## src/rtl/isa_win_pkg.sv

```systemverilog
package isa_win_pkg;

    // Decoder phase: capture jumpers while in reset, decode afterwards
    typedef enum logic {
        PH_CAPTURE = 1'b0,
        PH_DECODE  = 1'b1
    } win_phase_e;

    // Base field for a given code: windows are adjacent, so base = first + code
    function automatic logic [5:0] field_for_code(input logic [5:0] first,
                                                  input logic [1:0] code);
        return first + {4'd0, code};
    endfunction

endpackage

```

## src/rtl/isa_win_jumper.sv

```systemverilog
module isa_win_jumper
    import isa_win_pkg::*;
#(
    parameter int CODE_W = 2
) (
    input  logic              clk,
    input  logic              rst_n,
    input  logic [CODE_W-1:0] jumper_i,
    output logic [CODE_W-1:0] code_o,
    output logic              live_o
);

    logic [CODE_W-1:0] code_q;
    win_phase_e        phase_q;

    // Jumpers followed each clock while reset is low, frozen after
    always_ff @(posedge clk) begin
        if (!rst_n) begin
            code_q <= jumper_i;
        end
    end

    always_ff @(posedge clk or negedge rst_n) begin
        if (!rst_n) begin
            phase_q <= PH_CAPTURE;
        end else begin
            unique case (phase_q)
                PH_CAPTURE: phase_q <= PH_DECODE;
                PH_DECODE:  phase_q <= PH_DECODE;
                default:    phase_q <= PH_CAPTURE;
            endcase
        end
    end

    always_comb begin
        code_o = code_q;
        live_o = (phase_q == PH_DECODE);
    end

endmodule

```

## src/rtl/isa_win_match.sv

```systemverilog
module isa_win_match #(
    parameter int               FIELD_W = 5,
    parameter int               CODE_W  = 2,
    parameter logic [FIELD_W-1:0] FIRST = '0
) (
    input  logic [CODE_W-1:0]  code_i,
    input  logic [FIELD_W-1:0] field_i,
    output logic               hit_o
);

    logic [FIELD_W-1:0] base_field;

    always_comb begin
        base_field = FIRST + {{(FIELD_W-CODE_W){1'b0}}, code_i};
        hit_o      = (field_i == base_field);
    end

endmodule

```

## src/rtl/isa_win_steer.sv

```systemverilog
module isa_win_steer #(
    parameter int DATA_W = 8
) (
    input  logic              cs_n_i,
    input  logic [DATA_W-1:0] prom_data_i,
    output logic [DATA_W-1:0] sd_o,
    output logic              oe_o
);

    always_comb begin
        oe_o = ~cs_n_i;
        sd_o = oe_o ? prom_data_i : '0;
    end

endmodule

```

## src/rtl/isa_win_decode.sv

```systemverilog
module isa_win_decode #(
    parameter int          ADDR_W    = 20,
    parameter int          CODE_W    = 2,
    parameter int          DATA_W    = 8,
    parameter int          IO_DEC_W  = 10,
    parameter int          IO_SPAN   = 32,
    parameter int          PROM_SPAN = 16384,
    parameter logic [19:0] IO_FIRST  = 20'h00300,
    parameter logic [19:0] MEM_FIRST = 20'hC8000
) (
    input  logic              clk,
    input  logic              rst_n,
    input  logic [CODE_W-1:0] jumper_i,
    input  logic [ADDR_W-1:0] sa_i,
    input  logic              aen_i,
    input  logic              smemr_n_i,
    input  logic              refresh_n_i,
    input  logic [DATA_W-1:0] prom_data_i,
    output logic              io_hit_o,
    output logic [3:0]        io_reg_o,
    output logic              prom_cs_n_o,
    output logic [DATA_W-1:0] sd_lo_o,
    output logic              sd_lo_oe_o
);

    localparam int IO_LO   = $clog2(IO_SPAN);
    localparam int IO_HI   = IO_DEC_W - 1;
    localparam int IO_FW   = IO_HI - IO_LO + 1;
    localparam int MEM_LO  = $clog2(PROM_SPAN);
    localparam int MEM_HI  = ADDR_W - 1;
    localparam int MEM_FW  = MEM_HI - MEM_LO + 1;
    localparam logic [IO_FW-1:0]  IO_FIELD0  = IO_FIRST[IO_HI:IO_LO];
    localparam logic [MEM_FW-1:0] MEM_FIELD0 = MEM_FIRST[MEM_HI:MEM_LO];

    logic [CODE_W-1:0] code;
    logic              live;
    logic              io_match;
    logic              mem_match;
    logic              cs_n;
    logic              unused_addr;

    isa_win_jumper #(.CODE_W(CODE_W)) u_jumper (
        .clk      (clk),
        .rst_n    (rst_n),
        .jumper_i (jumper_i),
        .code_o   (code),
        .live_o   (live)
    );

    isa_win_match #(.FIELD_W(IO_FW), .CODE_W(CODE_W), .FIRST(IO_FIELD0)) u_io_match (
        .code_i  (code),
        .field_i (sa_i[IO_HI:IO_LO]),
        .hit_o   (io_match)
    );

    isa_win_match #(.FIELD_W(MEM_FW), .CODE_W(CODE_W), .FIRST(MEM_FIELD0)) u_mem_match (
        .code_i  (code),
        .field_i (sa_i[MEM_HI:MEM_LO]),
        .hit_o   (mem_match)
    );

    always_comb begin
        io_hit_o = live && io_match && !aen_i;
        io_reg_o = io_hit_o ? sa_i[IO_LO-1:1] : '0;
        cs_n     = !(live && mem_match && !smemr_n_i && refresh_n_i);
    end

    assign prom_cs_n_o = cs_n;

    isa_win_steer #(.DATA_W(DATA_W)) u_steer (
        .cs_n_i      (cs_n),
        .prom_data_i (prom_data_i),
        .sd_o        (sd_lo_o),
        .oe_o        (sd_lo_oe_o)
    );

    assign unused_addr = ^{sa_i[0], sa_i[MEM_LO-1:IO_DEC_W]};

endmodule

```

## config.mk

```make
export PLATFORM = sky130hd
export DESIGN_NAME = isa_win_decode
export DESIGN_NICKNAME = d
export VERILOG_FILES = /design/src/rtl/isa_win_pkg.sv /design/src/rtl/isa_win_jumper.sv /design/src/rtl/isa_win_match.sv /design/src/rtl/isa_win_steer.sv /design/src/rtl/isa_win_decode.sv
export SDC_FILE = /design/constraint.sdc
export NUM_CORES = 1
export LEC_CHECK = 0
export ABC_CLOCK_PERIOD_IN_PS = 2200
export CORE_AREA = 2 2 39 41
export CTS_CLUSTER_SIZE = 16
export DETAILED_ROUTE_END_ITERATION = 7
export DIE_AREA = 0 0 41 43
export DONT_BUFFER_PORTS = 1
export SYNTH_ARGS = -nofsm -noshare
export SYNTH_HDL_FRONTEND = slang
export SYNTH_SLANG_ARGS = --single-unit
export TNS_END_PERCENT = 20
```

## constraint.sdc

```tcl
create_clock -name clk -period 2.2 [get_ports clk]
set_clock_uncertainty 0.1 [all_clocks]
set_input_delay 0.22 -clock clk [delete_from_list [all_inputs] [get_ports clk]]
set_output_delay 0.22 -clock clk [all_outputs]
set_load 0.005 [all_outputs]
```

# Word level (Yosys, flattened, before mapping)
# Cells that the tools add are included.
# word_totals
reg_bits,3
in_bits,35
out_inout_bits,15
elab_cells,16
# op_classes
addsub,2
n_eq_ne,2
mux,2
n_reduce_logical,8
# ops
op,n
8-bit 2-to-1 mux,1
5-bit by 3-bit adder with 6-bit output (first input constant),1
6-bit equality test,1
4-bit by 3-bit adder with 5-bit output (first input constant),1
5-bit equality test,1
1-bit logical AND,5
4-bit 2-to-1 mux,1
1-bit zero test,3

# Depth between registers and ports, before layout
# Gate-level depths: netlist of run 1.
# depth
ltp_word,6
ltp_mapped,3

# Cells and area by module
# Synthesis of run 1 repeated with hierarchy kept, for this count alone.
# hier_totals
cells_unflattened,29
area_unflattened_um2,282.8
# by_module_without_submodules
mod,instances,cells_each,area_per_inst_um2,seq_area_each_um2
isa_win_jumper,1,5,92.6,85.1
isa_win_decode,1,6,58.8,0.0
isa_win_steer,1,9,53.8,0.0
isa_win_match at u_mem_match,1,5,43.8,0.0
isa_win_match at u_io_match,1,4,33.8,0.0

# Worst setup path before layout of run 1
# OpenSTA, ideal clock, no wires.
# synth_path
path_type,register -> output
from,"register u_jumper.code_q[1], in the netlist u_jumper.code_o[1]"
to,output sd_lo_o[0]
t_arrival_ns,1.503
required_time_ns,1.880
setup_slack_ns,0.377
stages_incl_launch_ff,4
cell_sequence,edfxtp_1 > or3b_4 > a2111oi_4 > and2_1
# synth_between
elab_chain_len,6
# synth_lines
element,line_no,source
"start, declared",isa_win_jumper.sv:13,logic [CODE_W-1:0] code_q;
"start signal, assigned",isa_win_jumper.sv:19,code_q <= jumper_i;
5-bit by 3-bit adder with 6-bit output,isa_win_match.sv:14,"base_field = FIRST + {{(FIELD_W-CODE_W){1'b0}}, code_i};"
6-bit equality test,isa_win_match.sv:15,hit_o = (field_i == base_field);
1-bit logical AND (3 in a row),isa_win_decode.sv:65,cs_n = !(live && mem_match && !smemr_n_i && refresh_n_i);
net sd_lo_oe_o,isa_win_decode.sv:23,output logic sd_lo_oe_o
8-bit 2-to-1 mux,isa_win_steer.sv:12,sd_o = oe_o ? prom_data_i : '0;
"end, declared",isa_win_decode.sv:22,"output logic [DATA_W-1:0] sd_lo_o,"
# The timed path passes the listed nets, and every way through them passes these cells.

# Final worst setup path of run 1
# layout_path
from,"register u_jumper.code_q[1], in the netlist u_jumper.code_o[1]"
to,output sd_lo_o[6]
# The elaborated chain is that of the path after synthesis.

==> metrics.csv, run 1 <==
metric;value;unit
antenna_cells;0;
hp-class;input pin to flip-flop;
post-route-period-util;92.5;%
wl;697;um
swShare;22.6;%
syn_area;274;um^2
drt_iter0_drc;0;
drt_first_pass_iters;1;
synth_area_per_cell;9.79;um^2
first_global_vias;223;
cts_tree;yes;
p_switching;42.0;uW
critPathLaunchType;flip-flop;
p_leak;0.132;nW
ys_warn_count;0;
arrival;1.72;ns
coreArea;0.00138;mm^2
p_seq_share;36.7;%
ys_seq_area_share;31.1;%
combPwrFrac;11.1;%
max-cap-violations;0;
fin_crit;2.04;ns
cts_sinks;3;
wire_per_inst;13.2;um
drc_errors;0;
intPower;144;uW
gp_congestion;0.495;
synth-seq-cells;3;
gr-usage-all-layers;8.38;%
crit_required;1.88;ns
critical_path.max_stage_delay;0.44;ns
cts.reportedPaths.clkPinSlew;0.04;ns
vdd.ir_drop.worst;0.000251;V
nets;73;
cp_max_fo;6;
gr-total-overflow;0;
power_density;499;mW/mm^2
status;complete, no violations;
grt_max_degree;11;
setup_viol;0;
avgViaCountPerCell;4.55;
port_buffers;0;
cts-root-buf;clkbuf_4;
cts_max_level;1;
area_growth_syn_to_layout;36.1;%
final_layout_size_suffix_gt1_share;18.9;%
finalMaxSlewViolations;0;
fp.dieW;41;um
rows;14;
final_cell_mix;and2_1 (12), xor2_1 (3), clkbuf_4 (3), dlygate4sd3_1 (3);
worstPathCellList;or3b_4 -> a2111oi_4 -> and2_1;
stdcell_area;373;um^2
die_h;43;um
worstSetupPathType;flip-flop to output port;
synth_area_leader_cell;and2_1;
route.antenna.remaining_nets;0;
fin_tns_setup;0;ns
hold_violations;0;
placed_area;302;um^2
yosysTopAreaCellShare;27.4;%
layout_commonest_cell;and2_1;
clock.fmax;0.491;GHz
grt_pass1_wl;897;um
rsz0062_at_grt;false;
cts_buffers;3;
syn_inst;28;
end_kind;output port;
synth_nets;63;
antenna_found_initial;0;
clockBufferDepth;2;
synthTopCellsByArea;and2_1 (27%), edfxtp_1 (22%), a2111oi_4 (10%);
dieArea;0.00176;mm^2
start_util;19.8;%
ioPinCount;50;
clockPowerShare;52.2;%
yosys.cell_types.count;12;
slowest_stage;or3b_4;
dr_total_vias;241;
## synthesized netlist by cell type
cell type  instances
inv_1              2
xor2_1             3
conb_1             1
a2111oi_4          1
dfrtp_1            1
nand2b_1           1
edfxtp_1           2
nand3b_1           1
or3b_4             1
and2_1            12
nand4b_1           2
nor4_1             1
## worst paths after layout
kind | start | end | slack (ns) | cells after the start
min in group asynchronous | rst_n | u_jumper.live_o | 0.10 | 1
hold / removal | rst_n | u_jumper.code_o[1] | 0.08 | 1
max in group asynchronous | rst_n | u_jumper.live_o | 1.80 | 1
setup / recovery | u_jumper.code_o[1] | sd_lo_o[6] | 0.16 | 3
## cells by family after synthesis
family	Yosys count	synth area share [%]
simple gates	18	45.2
buf+inv	2	2.74
other cells	1	1.37
xor+xnor	3	9.59
flops	3	31.0
compound gates	1	10.0
## routing by layer
layer / vias to the layer above / part of all wire, % / track usage [%]
met5: - / 0 / 0
met2: 14 / 59 / 11.6
met3: 2 / 14 / 4.71
met4: 0 / 2.0 / 10.0
met1: 110 / 25 / 7.19
li1: 115 / - / -
## critical path, delay by kind of cell, from the launching register on
| kind | cells | cell delay [ns] |
|---|---|---|
| AO/OA/AOI/OAI | 1 | 0.42 |
| flip-flops | 1 | 0.41 |
| AND/OR/NAND/NOR | 2 | 0.65 |
## power groups by stage
stage | clock network [mW] | logic [mW] | registers, mW
after floorplan | 0 | 0.0130 | 0.0684
after global placement | 0 | 0.0139 | 0.0694
after detailed placement | 0 | 0.0141 | 0.0694
after CTS | 0.103 | 0.0182 | 0.0686
after global routing | 0.114 | 0.0231 | 0.0691
final | 0.0972 | 0.0207 | 0.0683
## cell type report
cell class	instances	area, um^2
Timing Repair Buffer	4	37.5
Sequential cell	3	85.1
Inverter	2	7.51
Fill cell	154	1010
Multi-Input combinational cell	24	196
Tap cell	16	20.0
Clock buffer	4	26.3
## registers in the layout, indices dropped and copies added (netlist names)
register         cells
u_jumper.code_o      2
u_jumper.live_o      1
## through the flow
step,cells,hold WS (ns),power (mW),worst slack [ns],util (%)
2_1_floorplan,28,-0.176,0.0814,0.377,-
3_3_place_gp,45,-0.176,0.0833,0.283,21.8
3_5_place_dp,45,-0.176,0.0835,0.268,21.8
4_1_cts,52,0.0669,0.190,0.00904,25.9
5_1_grt,53,0.0737,0.207,0.0146,26.9
6_report,53,0.0760,0.186,0.164,26.9
## repair_timing
item / 4_1_cts / 5_1_grt
hold buffers: 3 / 0
endpoints found under the hold margin: 3 / 0
gates resized for setup: 0 / 0
endpoints found under the setup margin: 0 / 9
buffers inserted: 0 / 0
Power figures use the tool's default switching activity.
==> run 2, diff against run 1 <==
==> constraint.sdc (replaced) <==
create_clock -name clk -period 2.2 [get_ports clk]
set_clock_uncertainty 0.1 [all_clocks]
set_input_delay 0.44 -clock clk [delete_from_list [all_inputs] [get_ports clk]]
set_output_delay 0.44 -clock clk [all_outputs]
set_load 0.005 [all_outputs]
==> run 2 against run 1 <==
  * Via count decreased by 6.2%
  * Clock power about the same
  * Critical endpoint is now sd_lo_o[5]
  * Combinational power decreased by 12%
  * Final cell count unchanged
  * Largest cell class unchanged
  * First-iteration DRC count increased by 1
  * Largest power group unchanged
  * Maximum frequency decreased by 6.8%
  * Worst setup slack got worse by 0.15 ns
==> metrics.csv, run 2 (synthesis gave the netlist of run 1 again) <==
metric;value;unit
fin_crit;2.19;ns
cts_max_level;1;
setup_viol;0;
fin_tns_setup;0;ns
hp-class;input pin to flip-flop;
wire_per_inst;12.3;um
final_layout_size_suffix_gt1_share;24.3;%
avgViaCountPerCell;4.26;
final_cell_mix;and2_1 (12), buf_4 (4), xor2_1 (3), clkbuf_4 (3);
rows;14;
cts.reportedPaths.clkPinSlew;0.04;ns
crit_required;1.66;ns
rsz0062_at_grt;true;
dieArea;0.00176;mm^2
clockBufferDepth;2;
finalMaxSlewViolations;0;
drc_errors;0;
post_cts_resized;0;
grt_pass1_wl;828;um
cts_sinks;3;
hold_violations;0;
route.antenna.remaining_nets;0;
drt_iter0_drc;1;
dr_total_vias;226;
stdcell_area;360;um^2
status;complete, no violations;
antenna_found_initial;0;
p_leak;0.139;nW
grt_max_degree;11;
end_kind;output port;
area_growth_syn_to_layout;31.5;%
arrival;1.65;ns
dp.cells;47;
cts-root-buf;clkbuf_4;
critPathLaunchType;flip-flop;
cp_max_fo;10;
gr-total-overflow;0;
whs_path_depth;0;
layoutNonFillerInstCount;53;
vdd.ir_drop.worst;0.000243;V
clock.fmax;0.458;GHz
layout_commonest_cell;and2_1;
whs;0.202;ns
gr-usage-all-layers;7.87;%
fillers;147;
ioPinCount;50;
worstSetupPathType;flip-flop to output port;
start_util;19.8;%
die_h;43;um
largest_reg_flops;2;
port_buffers;0;
coreArea;0.00138;mm^2
wl;652;um
max-cap-violations;0;
first_global_vias;224;
drt_first_pass_iters;4;
post-route-period-util;99.3;%
fin_util;26.0;%
cts_tree;yes;
gp_congestion;0.495;
nets;73;
placed_area;317;um^2
antenna_cells;0;
fp.dieW;41;um
cts_buffers;3;
power_density;507;mW/mm^2
run 2: timing repair:
item,in CTS,in global routing
endpoints found under the setup margin,10,9
setup buffers,1,0
cloned,0,0
hold buffers,1,0
endpoints found under the hold margin,1,0
pin swaps,1,0
run 2: worst max-delay path, cell delays in order, from the launching register on:
cell,delay [ns]
edfxtp_1,0.38
or3b_4,0.42
a2111oi_4,0.28
buf_4,0.19
and2_1,0.15
run 2: area by class of cell:
type	instances	area (um^2)	area share, %
Clock buffer	4	26.3	7.29
Inverter	2	7.51	2.08
Multi-Input combinational cell	23	181	50.3
Sequential cell	3	85.1	23.6
Tap cell	16	20.0	5.56
Timing Repair Buffer	5	40.0	11.1
run 2: final timing paths:
check	from	end	slack, ns
min in group asynchronous	rst_n	u_jumper.live_o	0.32
min	jumper_i[1]	u_jumper.code_o[1]	0.20
max in group asynchronous	rst_n	u_jumper.live_o	1.58
max	u_jumper.code_o[1]	sd_lo_o[5]	0.01
run 2: metrics by stage:
step,total power [mW],worst slack (ns)
4_1_cts,0.190,-0.00374
3_3_place_gp,0.0854,0.127
5_1_grt,0.203,-0.0886
2_1_floorplan,0.0814,0.157
3_5_place_dp,0.0856,0.103
6_report,0.183,0.0148
run 2: per-layer routing:
metal / track usage (%) / wire [um] / vias to the layer above / share of wire [%]
met2: 11.3 / 367 / 14 / 56
met1: 5.88 / 173 / 99 / 27
li1: - / - / 111 / -
met5: 0 / 0 / - / 0
met4: 10.0 / 14 / 0 / 2.1
met3: 4.71 / 96 / 2 / 15
run 2: report_power, final:
part | total, mW | internal (mW) | switching (mW)
logic | 0.0182 | 0.0102 | 0.00793
registers | 0.0677 | 0.0652 | 0.00253
clock network | 0.0970 | 0.0680 | 0.0290
==> run 3, diff against run 2 <==
--- a/config.mk
+++ b/config.mk
@@ -7,11 +7,13 @@
 export LEC_CHECK = 0
 export ABC_CLOCK_PERIOD_IN_PS = 2200
 export CORE_AREA = 2 2 39 41
+export CTS_CLUSTER_DIAMETER = 40
 export CTS_CLUSTER_SIZE = 16
 export DETAILED_ROUTE_END_ITERATION = 7
 export DIE_AREA = 0 0 41 43
 export DONT_BUFFER_PORTS = 1
 export SYNTH_ARGS = -nofsm -noshare
 export SYNTH_HDL_FRONTEND = slang
+export SYNTH_HIERARCHICAL = 1
 export SYNTH_SLANG_ARGS = --single-unit
 export TNS_END_PERCENT = 20
==> run 3 against run 2 <==
  * The run now ends with negative setup slack left
  * Critical endpoint is now prom_cs_n_o
  * Synthesized area grew 3.2%
  * Largest cell class unchanged
  * Critical path depth rose by 1
  * First-iteration DRC count fell by 100%
  * Final cell count stayed put
  * Core utilization rose by 2.9 points
  * Die area unchanged
  * Design area is 11% higher
  * Combinational power increased by 35%
==> metrics.csv, run 3 <==
metric;value;unit
swShare;22.6;%
clockBufferDepth;2;
wl;845;um
wire_per_inst;15.9;um
synthTopCellsByArea;edfxtp_1 (21%), nor2b_1 (18%), and4b_1 (14%);
drc_errors;0;
ys_warn_count;6;
power_density;475;mW/mm^2
yosys.cell_types.count;14;
ioPinCount;50;
antenna_cells;0;
hp-class;input pin to flip-flop;
cp_max_fo;10;
status;finished, violations left;
layout_commonest_cell;nor2b_2;
synth_area_per_cell;9.75;um^2
fp.dieW;41;um
cts_tree;yes;
cts.reportedPaths.clkPinSlew;0.04;ns
drt_first_pass_iters;1;
rsz0062_at_grt;true;
rows;14;
max-cap-violations;0;
grt_pass1_wl;1.11;mm
setup_ws;-0.117;ns
synth_edf_count;2;
avgViaCountPerCell;4.92;
final_layout_size_suffix_gt1_share;48.6;%
clock.fmax;0.432;GHz
end_kind;output port;
synthArstFlopShare;33.3;%
first_global_vias;267;
drt_iter0_drc;0;
port_buffers;0;
final_cell_mix;nor2b_2 (8), and4b_1 (4), clkbuf_4 (3), xor2_1 (3);
p_seq_share;36.0;%
area_growth_syn_to_layout;41.6;%
arrival;1.78;ns
start_util;20.4;%
cts_buffers;3;
pre_cts_ws;0.0560;ns
finalMaxSlewViolations;0;
slowest_stage;or3b_4;
combPwrFrac;12.9;%
gp_congestion;0.617;
p_switching;43.0;uW
cts-root-buf;clkbuf_4;
clockPowerShare;51.1;%
cts_sinks;3;
largest_reg_flops;2;
critPathLaunchType;flip-flop;
nets;73;
multi_input_area;225;um^2
synth.most_common_cell;nor2b_1;
syn_area;283;um^2
worstSetupPathType;flip-flop to output port;
yosysTopAreaCellShare;21.2;%
gr-total-overflow;0;
fin_crit;2.32;ns
gr-usage-all-layers;9.46;%
grt_max_degree;11;
synth_common_cells;nor2b_1 (8), and4b_1 (4), xor2_1 (3);
ys_seq_area_share;30.1;%
dr_total_vias;261;
dieArea;0.00176;mm^2
synth_nets;64;
critical_path.max_stage_delay;0.43;ns
cts_max_level;1;
syn_inst;29;
fillers;143;
whs;0.203;ns
power;190;uW
p_leak;0.160;nW
worstPathCellList;or3b_4 -> a2111oi_4 -> nand4b_1 -> buf_6 -> buf_4;
hold_violations;0;
violations;negative setup slack;
intPower;147;uW
post-route-period-util;105;%
yosys_most_used_dff;edfxtp_1;
synth_area_leader_cell;edfxtp_1;
crit_required;1.66;ns
synth-seq-cells;3;
route.antenna.remaining_nets;0;
die_h;43;um
setup_viol;10;
antenna_found_initial;0;
ff_latch_area;85.1;um^2
coreArea;0.00138;mm^2
vdd.ir_drop.worst;0.000231;V
-- run 3: changes by cell type in the layout (fill, tap and decap cells not counted), sizes merged --
cell | previous run | this run
buf | 4 | 3
nand2 | 0 | 2
and2 | 12 | 0
and4b | 0 | 4
nand2b | 1 | 0
and3b | 0 | 1
nand4b | 2 | 1
nor2b | 0 | 8
-- run 3: what timing repair did --
item	in CTS	in global routing
resized for setup	9	2
endpoints found under the setup margin	10	10
endpoints found under the hold margin	1	0
pin swaps	1	0
setup buffers	1	0
hold buffers	1	0
cloned	0	0
-- run 3: path summary, 6_finish.rpt --
check / from / endpoint / slack (ns) / cells after the start
worst max-delay path: u_jumper/code_o[1] / prom_cs_n_o / -0.12 / 5
worst min-delay path: jumper_i[1] / u_jumper/code_o[1] / 0.20 / 0
max in group asynchronous: rst_n / u_jumper/live_o / 1.58 / 1
min in group asynchronous: rst_n / u_jumper/live_o / 0.32 / 1
-- run 3: worst max-delay path: cells and delay by family, from the launching register on --
family	cells	cell delay, ns
DFF	1	0.39
buffers and inverters	2	0.30
AOI/OAI and AO/OA	1	0.28
and+or+nand+nor	2	0.57
-- run 3: cell families after synthesis --
group,after synthesis,share of synthesized area (%)
flops,3,30.1
other cells,1,1.33
xor+xnor,3,9.29
simple gates,19,51.3
buf+inv,2,2.66
compound gates,1,5.31
-- run 3: per-stage QoR --
stage / util [%] / area [um^2] / setup TNS, ns / instances
after CTS: 27.8 / 385 / -1.25 / 53
after floorplan: - / 283 / 0 / 29
after global placement: 23.0 / 318 / 0 / 47
after global routing: 28.9 / 400 / -2.17 / 53
after detailed placement: 23.0 / 318 / 0 / 47
final: 28.9 / 400 / -1.02 / 53
-- run 3: cell type report --
cell class	count	share of cell area (%)
multi-input cells	24	56.3
flip-flops and latches	3	21.2
inverters	2	1.88
clock buffers	4	6.56
well taps	16	5.00
repair buffers	4	9.06
-- run 3: layer usage --
metal  GRT usage, %  vias to the layer above  part of all wire, %
li1               -                      119                    -
met1           7.44                      116                   28
met2           16.9                       24                   57
met3           2.62                        2                   12
met4           8.00                        0                  2.1
met5              0                        -                    0
-- run 3: power groups by stage --
stage	Combinational, mW	Clock (mW)	Sequential (mW)
after floorplan	0.0142	0	0.0687
after global placement	0.0151	0	0.0696
after detailed placement	0.0156	0	0.0699
after CTS	0.0209	0.103	0.0685
after global routing	0.0259	0.103	0.0692
final	0.0245	0.0972	0.0686
